**config.mk**
```make
export PLATFORM = sky130hd
export DESIGN_NAME = pll_divcfg
export DESIGN_NICKNAME = d
export VERILOG_FILES = /design/src/rtl/pll_divcfg_pkg.sv /design/src/rtl/pll_divcfg_sampler.sv /design/src/rtl/pll_divcfg_shifter.sv /design/src/rtl/pll_divcfg_regs.sv /design/src/rtl/pll_divcfg.sv
export SDC_FILE = /design/constraint.sdc
export NUM_CORES = 1
export LEC_CHECK = 0
export ABC_AREA = 1
export BUFFER_PORTS_ARGS = -buffer_cell sky130_fd_sc_hd__buf_2
export CAP_MARGIN = 10
export CORE_UTILIZATION = 49
export CTS_BUF_LIST = sky130_fd_sc_hd__clkbuf_8 sky130_fd_sc_hd__clkbuf_16
export CTS_CLUSTER_SIZE = 12
export DETAILED_ROUTE_END_ITERATION = 8
export PLACE_DENSITY = 0.74
export SYNTH_ARGS = -nofsm -noshare
export SYNTH_HDL_FRONTEND = slang
export SYNTH_SLANG_ARGS = --single-unit
```
**constraint.sdc**
```tcl
create_clock -name clk -period 1.5 [get_ports clk]
set_input_delay 0.3 -clock clk [delete_from_list [all_inputs] [get_ports clk]]
set_output_delay 0.3 -clock clk [all_outputs]
set_load 0.005 [all_outputs]
```
**src/rtl/pll_divcfg_pkg.sv**
```systemverilog
package pll_divcfg_pkg;

  localparam logic N_SEL_DIV2 = 1'b0;
  localparam logic N_SEL_DIV4 = 1'b1;

  typedef struct packed {
    logic pl_low;
    logic pl_rise;
    logic sl_high;
    logic sl_rise;
    logic sc_rise;
  } strobe_ev_t;

  typedef enum logic [1:0] {
    UPD_HOLD     = 2'd0,
    UPD_PARALLEL = 2'd1,
    UPD_SERIAL   = 2'd2
  } upd_sel_t;

  // Parallel activity wins over any serial event in the same cycle.
  function automatic upd_sel_t pick_update(input strobe_ev_t ev);
    if (ev.pl_low || ev.pl_rise)
      return UPD_PARALLEL;
    else if (ev.sl_rise || (ev.sl_high && ev.sc_rise))
      return UPD_SERIAL;
    else
      return UPD_HOLD;
  endfunction

endpackage

```
**src/rtl/pll_divcfg_sampler.sv**
```systemverilog
module pll_divcfg_sampler
  import pll_divcfg_pkg::*;
#(
  parameter int M_W = 9
) (
  input  logic                clk,
  input  logic                rst,
  input  logic                pload_n,
  input  logic [M_W-1:0]      pm_in,
  input  logic                ser_clk,
  input  logic                ser_din,
  input  logic                ser_load,
  output strobe_ev_t          ev,
  output logic [M_W-1:0]      pm_q,
  output logic                din_q
);

  logic pl_q, pl_d;
  logic sc_q, sc_d;
  logic sl_q, sl_d;

  always_ff @(posedge clk) begin
    if (rst) begin
      pl_q  <= 1'b1;
      pl_d  <= 1'b1;
      sc_q  <= 1'b0;
      sc_d  <= 1'b0;
      sl_q  <= 1'b0;
      sl_d  <= 1'b0;
      pm_q  <= '0;
      din_q <= 1'b0;
    end else begin
      pl_q  <= pload_n;
      pl_d  <= pl_q;
      sc_q  <= ser_clk;
      sc_d  <= sc_q;
      sl_q  <= ser_load;
      sl_d  <= sl_q;
      pm_q  <= pm_in;
      din_q <= ser_din;
    end
  end

  always_comb begin
    ev.pl_low  = ~pl_q;
    ev.pl_rise = pl_q & ~pl_d;
    ev.sl_high = sl_q;
    ev.sl_rise = sl_q & ~sl_d;
    ev.sc_rise = sc_q & ~sc_d;
  end

endmodule

```
**src/rtl/pll_divcfg_shifter.sv**
```systemverilog
module pll_divcfg_shifter #(
  parameter int W = 10
) (
  input  logic         clk,
  input  logic         rst,
  input  logic         shift_en,
  input  logic         din,
  output logic [W-1:0] q,
  output logic [W-1:0] q_next
);

  assign q_next = {q[W-2:0], din};

  always_ff @(posedge clk) begin
    if (rst)
      q <= '0;
    else if (shift_en)
      q <= q_next;
  end

endmodule

```
**src/rtl/pll_divcfg_regs.sv**
```systemverilog
module pll_divcfg_regs
  import pll_divcfg_pkg::*;
#(
  parameter int M_W   = 9,
  parameter int M_MIN = 125,
  parameter int M_MAX = 350
) (
  input  logic            clk,
  input  logic            rst,
  input  upd_sel_t        sel,
  input  logic [M_W-1:0]  pm,
  input  logic [M_W:0]    ser_word,
  output logic [M_W-1:0]  m_val,
  output logic            n_sel,
  output logic            m_bad
);

  localparam int          M_TOP = (1 << M_W) - 1;
  localparam logic [M_W-1:0] MIN_V = M_W'(M_MIN);
  localparam logic [M_W-1:0] MAX_V = M_W'(M_MAX);

  logic [M_W-1:0] m_nxt;
  logic           n_nxt;
  logic           lo_bad, hi_bad;
  logic           bad_at_zero;

  always_comb begin
    m_nxt = m_val;
    n_nxt = n_sel;
    case (sel)
      UPD_PARALLEL: begin
        m_nxt = pm;
        n_nxt = N_SEL_DIV2;
      end
      UPD_SERIAL: begin
        m_nxt = ser_word[M_W-1:0];
        n_nxt = ser_word[M_W];
      end
      default: ;
    endcase
  end

  generate
    if (M_MIN > 0) begin : g_lo
      assign lo_bad = (m_nxt < MIN_V);
    end else begin : g_nolo
      assign lo_bad = 1'b0;
    end
    if (M_MAX < M_TOP) begin : g_hi
      assign hi_bad = (m_nxt > MAX_V);
    end else begin : g_nohi
      assign hi_bad = 1'b0;
    end
  endgenerate

  assign bad_at_zero = (M_MIN > 0);

  always_ff @(posedge clk) begin
    if (rst) begin
      m_val <= '0;
      n_sel <= N_SEL_DIV2;
      m_bad <= bad_at_zero;
    end else begin
      m_val <= m_nxt;
      n_sel <= n_nxt;
      m_bad <= lo_bad | hi_bad;
    end
  end

endmodule

```
**src/rtl/pll_divcfg.sv**
```systemverilog
module pll_divcfg
  import pll_divcfg_pkg::*;
#(
  parameter int M_W   = 9,
  parameter int M_MIN = 125,
  parameter int M_MAX = 350
) (
  input  logic           clk,
  input  logic           rst,
  input  logic           pload_n,
  input  logic [M_W-1:0] pm_in,
  input  logic           ser_clk,
  input  logic           ser_din,
  input  logic           ser_load,
  output logic [M_W-1:0] m_val,
  output logic           n_sel,
  output logic           m_out_of_range
);

  localparam int SH_W = M_W + 1;

  strobe_ev_t      ev;
  logic [M_W-1:0]  pm_q;
  logic            din_q;
  logic            shift_en;
  logic [SH_W-1:0] sh_q, sh_next, ser_word;
  upd_sel_t        sel;

  pll_divcfg_sampler #(.M_W(M_W)) u_sampler (
    .clk      (clk),
    .rst      (rst),
    .pload_n  (pload_n),
    .pm_in    (pm_in),
    .ser_clk  (ser_clk),
    .ser_din  (ser_din),
    .ser_load (ser_load),
    .ev       (ev),
    .pm_q     (pm_q),
    .din_q    (din_q)
  );

  // Shifting is blocked while the parallel strobe is active.
  assign shift_en = ev.sc_rise & ~ev.pl_low;

  pll_divcfg_shifter #(.W(SH_W)) u_shifter (
    .clk      (clk),
    .rst      (rst),
    .shift_en (shift_en),
    .din      (din_q),
    .q        (sh_q),
    .q_next   (sh_next)
  );

  assign ser_word = shift_en ? sh_next : sh_q;
  assign sel      = pick_update(ev);

  pll_divcfg_regs #(.M_W(M_W), .M_MIN(M_MIN), .M_MAX(M_MAX)) u_regs (
    .clk      (clk),
    .rst      (rst),
    .sel      (sel),
    .pm       (pm_q),
    .ser_word (ser_word),
    .m_val    (m_val),
    .n_sel    (n_sel),
    .m_bad    (m_out_of_range)
  );

endmodule

```
**Yosys cells after proc, flatten, opt, wreduce, memory -nomap -nowiden**

Cells that the tools add are included.

- Bits in registers: 37
- Input port bits: 15
- Output and inout port bits: 11

- Order comparisons: 2
- Equal/unequal tests: 2
- Multiplexer cells: 5
- Bitwise gates (word level): 9
- Reductions and logical operators: 4

Operators with widths:

| operator | count |
|---|---|
| $pmux W9 S2 | 1 |
| $mux W10 | 1 |
| $gt A9 B9 Y1 const B | 1 |
| $lt A9 B7 Y1 const B | 1 |
| $and A1 B1 Y1 | 4 |
| $mux W2 | 2 |
| $not A1 Y1 | 4 |
| $eq A2 B1 Y1 const B | 1 |
| $eq A2 B2 Y1 const B | 1 |
| $logic_or A1 B1 Y1 | 2 |
| $pmux W1 S2 | 1 |
| $reduce_bool A2 Y1 | 1 |
| $logic_and A1 B1 Y1 | 1 |
| $or A1 B1 Y1 | 1 |

**Depth between registers and ports, before layout**

- Word-level depth: 10
- Gate-level depth with buffers: 13
- Depth with buffers taken out: 13

**By module**

From an unflattened synthesis, not the netlist that was laid out.

- Cell total of the unflattened synthesis: 265
- Area, all modules: 1785.5 um2

Modules (own cells, without submodules):

| module | instances | cells an instance | area an instance (um2) | seq. area each (um2) |
|---|---|---|---|---|
| pll_divcfg_regs | 1 | 95 | 625.6 | 220.2 |
| pll_divcfg_shifter | 1 | 73 | 494.2 | 200.2 |
| pll_divcfg_sampler | 1 | 54 | 474.2 | 320.3 |
| pll_divcfg | 1 | 43 | 191.4 | 0.0 |

**Worst setup path before layout**

OpenSTA, ideal clock, no wires.

- Path kind: flip-flop to flip-flop
- From: register u_sampler.sc_q
- To: register u_regs.m_bad
- Setup time: 120 ps
- Arrival time: 1280 ps
- Path slack: 100 ps
- Cell stages (with the launch flop): 12
- Buffers on the path: 2
- Clock period less this slack: 1400 ps
- Cell sequence: dfxtp_1 -> buf_6 -> nand3_4 -> buf_6 -> o21ai_2 -> nor2_2 -> nor2_4 -> nand2_1 -> nor2_1 -> nand3_1 -> nand2_1 -> nand3_1

- Word-level cells in the longest chain between the ends: 9

RTL lines:

| item | RTL line | text |
|---|---|---|
| start: declaration | pll_divcfg_sampler.sv:19 | `logic sc_q, sc_d;` |
| start signal: assignment | pll_divcfg_sampler.sv:35 | `sc_q <= ser_clk;` |
| $and A1 B1 Y1 (*) | pll_divcfg_sampler.sv:49 | `ev.sc_rise = sc_q & ~sc_d;` |
| $logic_and A1 B1 Y1 | pll_divcfg_pkg.sv:24 | `else if (ev.sl_rise \|\| (ev.sl_high && ev.sc_rise))` |
| $logic_or A1 B1 Y1 | pll_divcfg_pkg.sv:24 |  |
| $mux W2 | pll_divcfg_pkg.sv:24 |  |
| $mux W2 | pll_divcfg_pkg.sv:22 | `if (ev.pl_low \|\| ev.pl_rise)` |
| $eq A2 B2 Y1 / $eq A2 B1 Y1 (equally long branches) | pll_divcfg_regs.sv:30 | `case (sel)` |
| $pmux W9 S2 (*) | pll_divcfg_regs.sv:30 |  |
| $lt A9 B7 Y1 / $gt A9 B9 Y1 (equally long branches) | pll_divcfg_regs.sv:45, pll_divcfg_regs.sv:50 |  |
| $or A1 B1 Y1 (*) | pll_divcfg_regs.sv:66 | `m_bad <= lo_bad \| hi_bad;` |
| end signal: assignment | pll_divcfg_regs.sv:62 | `m_bad <= bad_at_zero;` |
| end signal: assignment | pll_divcfg_regs.sv:66 |  |
| end: declaration | pll_divcfg_regs.sv:15 | `output logic m_bad` |

Mark *: on every way between the ends. The rest lies on a longest branch, timed or not.
A chain may end at the register's enable or synchronous reset.

**Worst setup path in the final report**

- From: register u_sampler.pl_q
- To: register u_regs.m_bad

- Word-level cells in the longest chain between the ends: 7

RTL lines:

| item | RTL line | text |
|---|---|---|
| start: declaration | pll_divcfg_sampler.sv:18 | `logic pl_q, pl_d;` |
| start signal: assignment | pll_divcfg_sampler.sv:33 | `pl_q <= pload_n;` |
| $and A1 B1 Y1 / $not A1 Y1 (equally long branches) | pll_divcfg_sampler.sv:46, pll_divcfg_sampler.sv:45 |  |
| $logic_or A1 B1 Y1 | pll_divcfg_pkg.sv:22 |  |
| $mux W2 | pll_divcfg_pkg.sv:22 |  |
| $eq A2 B2 Y1 / $eq A2 B1 Y1 (equally long branches) | pll_divcfg_regs.sv:30 |  |
| $pmux W9 S2 (*) | pll_divcfg_regs.sv:30 |  |
| $lt A9 B7 Y1 / $gt A9 B9 Y1 (equally long branches) | pll_divcfg_regs.sv:45, pll_divcfg_regs.sv:50 |  |
| $or A1 B1 Y1 (*) | pll_divcfg_regs.sv:66 |  |

Marks and branches as above.

==> results.md <==
STA:
- In the finished design, the share of the clock period the worst path needs comes to 106.8%.
- The slew at the pin closest to its max-slew limit is 0.2753 ns.
- The highest attainable clock frequency is 624.5 MHz.
- The worst path setup slack after routing is -0.1014 ns.
- Setup repair after global routing could not meet its margin everywhere.
- Setup violations remaining at the end of the flow were counted as 2.
- For the finished layout, the period the worst path requires is about 1.6 ns.
- For the final routed database, the setup TNS stands at -0.1210 ns.
- The worst-case clock skew is 0.004874 ns.
- Headroom to the max-slew limit came out at 81.65%.
- The count of final hold-check violations is 0.
- The count of final max-slew check failures is 0.

Setup path:
- The critical path goes through nand2_4 -> inv_6 -> buf_4 -> nand4_1 -> nand2_1 -> nor2_4 -> nand3_1 -> nor2_1 -> nand3_1 -> nand2_1 -> nand3_1.
- The launch instance of the worst register-to-register path is u_sampler.pl_q.
- The sort of element at the end of the critical path is a flip-flop.
- Data arrives at the worst endpoint at 1.78 ns.
- The critical path's most frequent cell is nand3_1.
- The critical path's largest stage delay is between 0.3 and 0.4 ns.
- In this design, the largest share of critical-path delay is due to simple AND/OR/NAND/NOR gates.
- Along the worst path, the maximum fanout reaches 8.
- The endpoint identified for the worst register-to-register timing path is u_regs.m_bad.
- The worst setup path is launched from a flip-flop.
- The worst reg-to-reg path cell count is 11.
- The critical path contains buffers and inverters numbering 2 combined.
- The slowest library cell on the worst path is dfxtp_4.
- The setup slack of the most critical reg-to-reg path is -0.10 ns.
- The classification of the worst setup path is flip-flop to flip-flop.
- STA puts the critical path data required time at 1.68 ns.

Yosys:
- In this run, distinct cell masters in the synthesized netlist total 24.
- The synthesized netlist occupies a cell area of around 1600 sq um.
- The number of enable-type register cells in the synthesized netlist is 0.
- The prevailing post-synth register cell is dfxtp_1.
- The flop and latch count out of synthesis is 37.
- During synthesis, Yosys emitted a total of 0 warnings.
- By area the synthesized netlist is led by dfxtp_1, nor2_1, nand2_1, inv_1, nand4_1.
- The sequential share of the synthesized area is 46.21%.
- By instance count, the leading cell after synthesis is nor2_1.
- A synthesized cell averages around 7.5 sq um.
- The share of async-settable or async-resettable flops after synthesis is 0%.
- The cell count after synthesis is 213.
- After synthesis, the most frequently instantiated cells are nor2_1, nand2_1, dfxtp_1, inv_1, nand4_1.
- The net count after synthesis is 228.
- The most area-hungry cell type in the Yosys netlist is dfxtp_1.
- The share of synthesized area in the top cell type comes to 46.21%.

CTS:
- After clock tree synthesis, the clock-pin slew on the worst setup and hold paths is roughly 0.070 ns.
- The hold buffer count at cts is 0.
- The clock drives 37 sinks.
- The cell sitting at the root of the clock tree is a clkbuf_8.
- Counting along the longest clock path gives a buffer depth of 2.
- The number of CTS-inserted buffers is 5.
- The depth of the CTS H-tree is 2.
- The source-to-sink clock delay at the later pin of the worst-skew pair is 0.29 ns.
- The TritonCTS clock tree is built.

Power and ir drop:
- The design draws approximately 0.0022 W.
- Across the VDD grid, the largest voltage drop is 0.7477 mV.
- Combinational cells account for roughly 18% of the total power.
- In this run switching power makes up a little over a quarter of total power.
- Cell internal power was estimated by the tool at 0.001626 W.
- For this design the ratio of total power to cell area is 1005 nW/um^2.
- For this design the static power due to leakage is 1.050 nW.
- The clock network accounts for about 34% of the total power.
- The fraction of power consumed by sequential logic is between 40% and 50%.
- In this run the power spent charging and discharging nets is 0.0005830 W.

Final layout:
- Summing all multi-input logic gate instances after layout gives 823.3 sq um.
- The net count of the finished layout is 280.
- The finished cells cover about 2200 sq um.
- The sequential standard cell area is 748.2 sq um.
- The area growth from synthesis to layout is 37.16%.
- The fraction of the core area covered by cells at the end of the flow is 71.42%.
- After filler insertion, the fill cell instance count of the layout stands at about 240.
- The count of antenna diodes in the layout is 0.
- Cells with a size suffix above 1 make up between 40% and 50% of the layout.

GRT:
- Entering global routing, the biggest net connects 23 pins.
- The via count of the first global-routing pass is about 1300.
- Global routing finished with a remaining overflow of 0.
- The aggregate global-route resource usage is 21.84%.
- The first global-routing pass estimated 5423 microns of wire.
- The initial antenna violation count was 0.

Placed design:
- Buffers placed on the I/O ports in this run total 25.
- The half-perimeter wire length after placement is 2210 microns.
- At the end of routability-driven placement, the weighted congestion stood at 0.9078.
- Once placement finished, the instance area stood at roughly 1900 sq um.

Drt:
- The detailed-router iteration count before antenna repair is 4.
- The remaining routing DRC violations is 0.
- The post-detailed-route wirelength per cell is 11.60 microns.
- Once detail routing completed, the nets flagged for antenna violations numbered 0.
- After detailed routing, the total wire length is 3597 microns.
- The number of vias after detailed routing is 1480.
- The iteration-0 DRC count of the detailed router is 67.
- The via density per instance is 4.774.

Outcome:
- The final reports fail on setup timing.
- The flow ran to the end, but the final reports show violations.

Die:
- The area enclosed by the die boundary is 3503 sq um.
- The core footprint is 3078 sq um.
- The top-level port count is 26.
- The starting density of the core is 52.07%.
- The row count is 20.
- The die extent in x is about 60 microns.
- The chip height is 59.19 microns.

Worst hold path:
- The beginning of the worst hold path is pload_n.
- For hold timing, the worst endpoint is u_sampler.pl_q.
- Along the worst hold path, the cell count comes to 2.
- The path category of the worst min-delay check is primary input to flip-flop.

Job:
- The total of max-cap violations is 0.
-- kinds of logic (layout without fill, tap and decap cells) --
logic type | after synthesis | in the layout | share of synthesized area [%]
flops | 37 | 37 | 46.21
compound gates | 11 | 11 | 4.528
simple gates | 124 | 125 | 38.09
buf+inv | 41 | 93 | 11.16
-- registers in the layout (all words and copies together), names as in the netlist --
register / cells
u_sampler.pl_q: 1
u_sampler.sl_d: 1
u_regs.m_val: 9
u_regs.m_bad: 1
u_sampler.sc_d: 1
u_regs.n_sel: 1
u_sampler.pm_q: 9
u_shifter.q: 10
u_sampler.pl_d: 1
u_sampler.sc_q: 1
u_sampler.din_q: 1
u_sampler.sl_q: 1
-- what timing repair did --
item	4_1_cts	5_1_grt
setup endpoints to repair	1	2
pin swaps	11	16
buffers inserted	9	2
gates cloned	1	0
resized for setup	21	19
-- layer usage --
metal | vias to the layer above | routed length, microns | track usage (%)
met3 | 12 | 208 | 8.297
met2 | 41 | 1819 | 33.87
met1 | 670 | 1482 | 25.55
li1 | 757 | - | -
met4 | 0 | 87 | 12.93
met5 | - | 0 | 0
-- cell type report --
cell class / count / share of cell area, %
clock inverter: 1 / 0.2277
multi-input combinational: 136 / 37.45
tap: 44 / 2.504
clock buffer: 7 / 4.382
sequential: 37 / 34.04
inverter: 34 / 6.147
timing repair buffer: 51 / 15.25
-- stage by stage --
| stage | setup WS (ns) | hold slack (ns) | std cells |
|---|---|---|---|
| final | -0.1014 | 0.1850 | 310 |
| after global routing | -0.1755 | 0.1807 | 310 |
| after CTS | -0.01456 | 0.1786 | 309 |
| after detailed placement | -0.1770 | 0.4700 | 291 |
| after global placement | -0.1659 | 0.4672 | 291 |
| after floorplan | 0.1002 | 0.4038 | 213 |
-- how the worst max path moves through the flow --
stage / cells after the start / slack, ns / end / from
floorplan: 11 / 0.10 / u_regs.m_bad / u_sampler.sc_q
global placement: 9 / -0.17 / u_regs.m_bad / u_sampler.pl_q
detailed placement: 9 / -0.18 / u_regs.m_bad / u_sampler.pl_q
CTS: 10 / -0.01 / u_regs.m_bad / u_sampler.sc_q
global route: 11 / -0.18 / u_regs.m_bad / u_sampler.pl_q
finish: 11 / -0.10 / u_regs.m_bad / u_sampler.pl_q
-- power groups by stage --
stage	Combinational (W)	Clock, W	Sequential (W)
after global routing	0.000444	0.000818	0.00106
after detailed placement	0.000313	0	0.00108
after CTS	0.000364	0.000764	0.00105
after floorplan	0.000206	0	0.00107
final	0.000405	0.000750	0.00105
after global placement	0.000311	0	0.00108
-- placed cells by master (no fill, tap or decap), types with 5 or more instances in the layout --
cell	count
nor2_4	9
buf_4	22
inv_1	29
dfxtp_1	35
clkbuf_8	7
nand3_1	5
nand4_1	9
or2_2	6
nor2_1	37
buf_2	25
nand2_1	34
nand2_2	8
-- worst reg2reg max path: cells and delay by family (launching register included) --
kind          cells  cell delay, ns
buf+inv           2            0.21
flops             1            0.37
simple gates      9            0.90
Note: power is estimated with default switching activity, not from simulation.
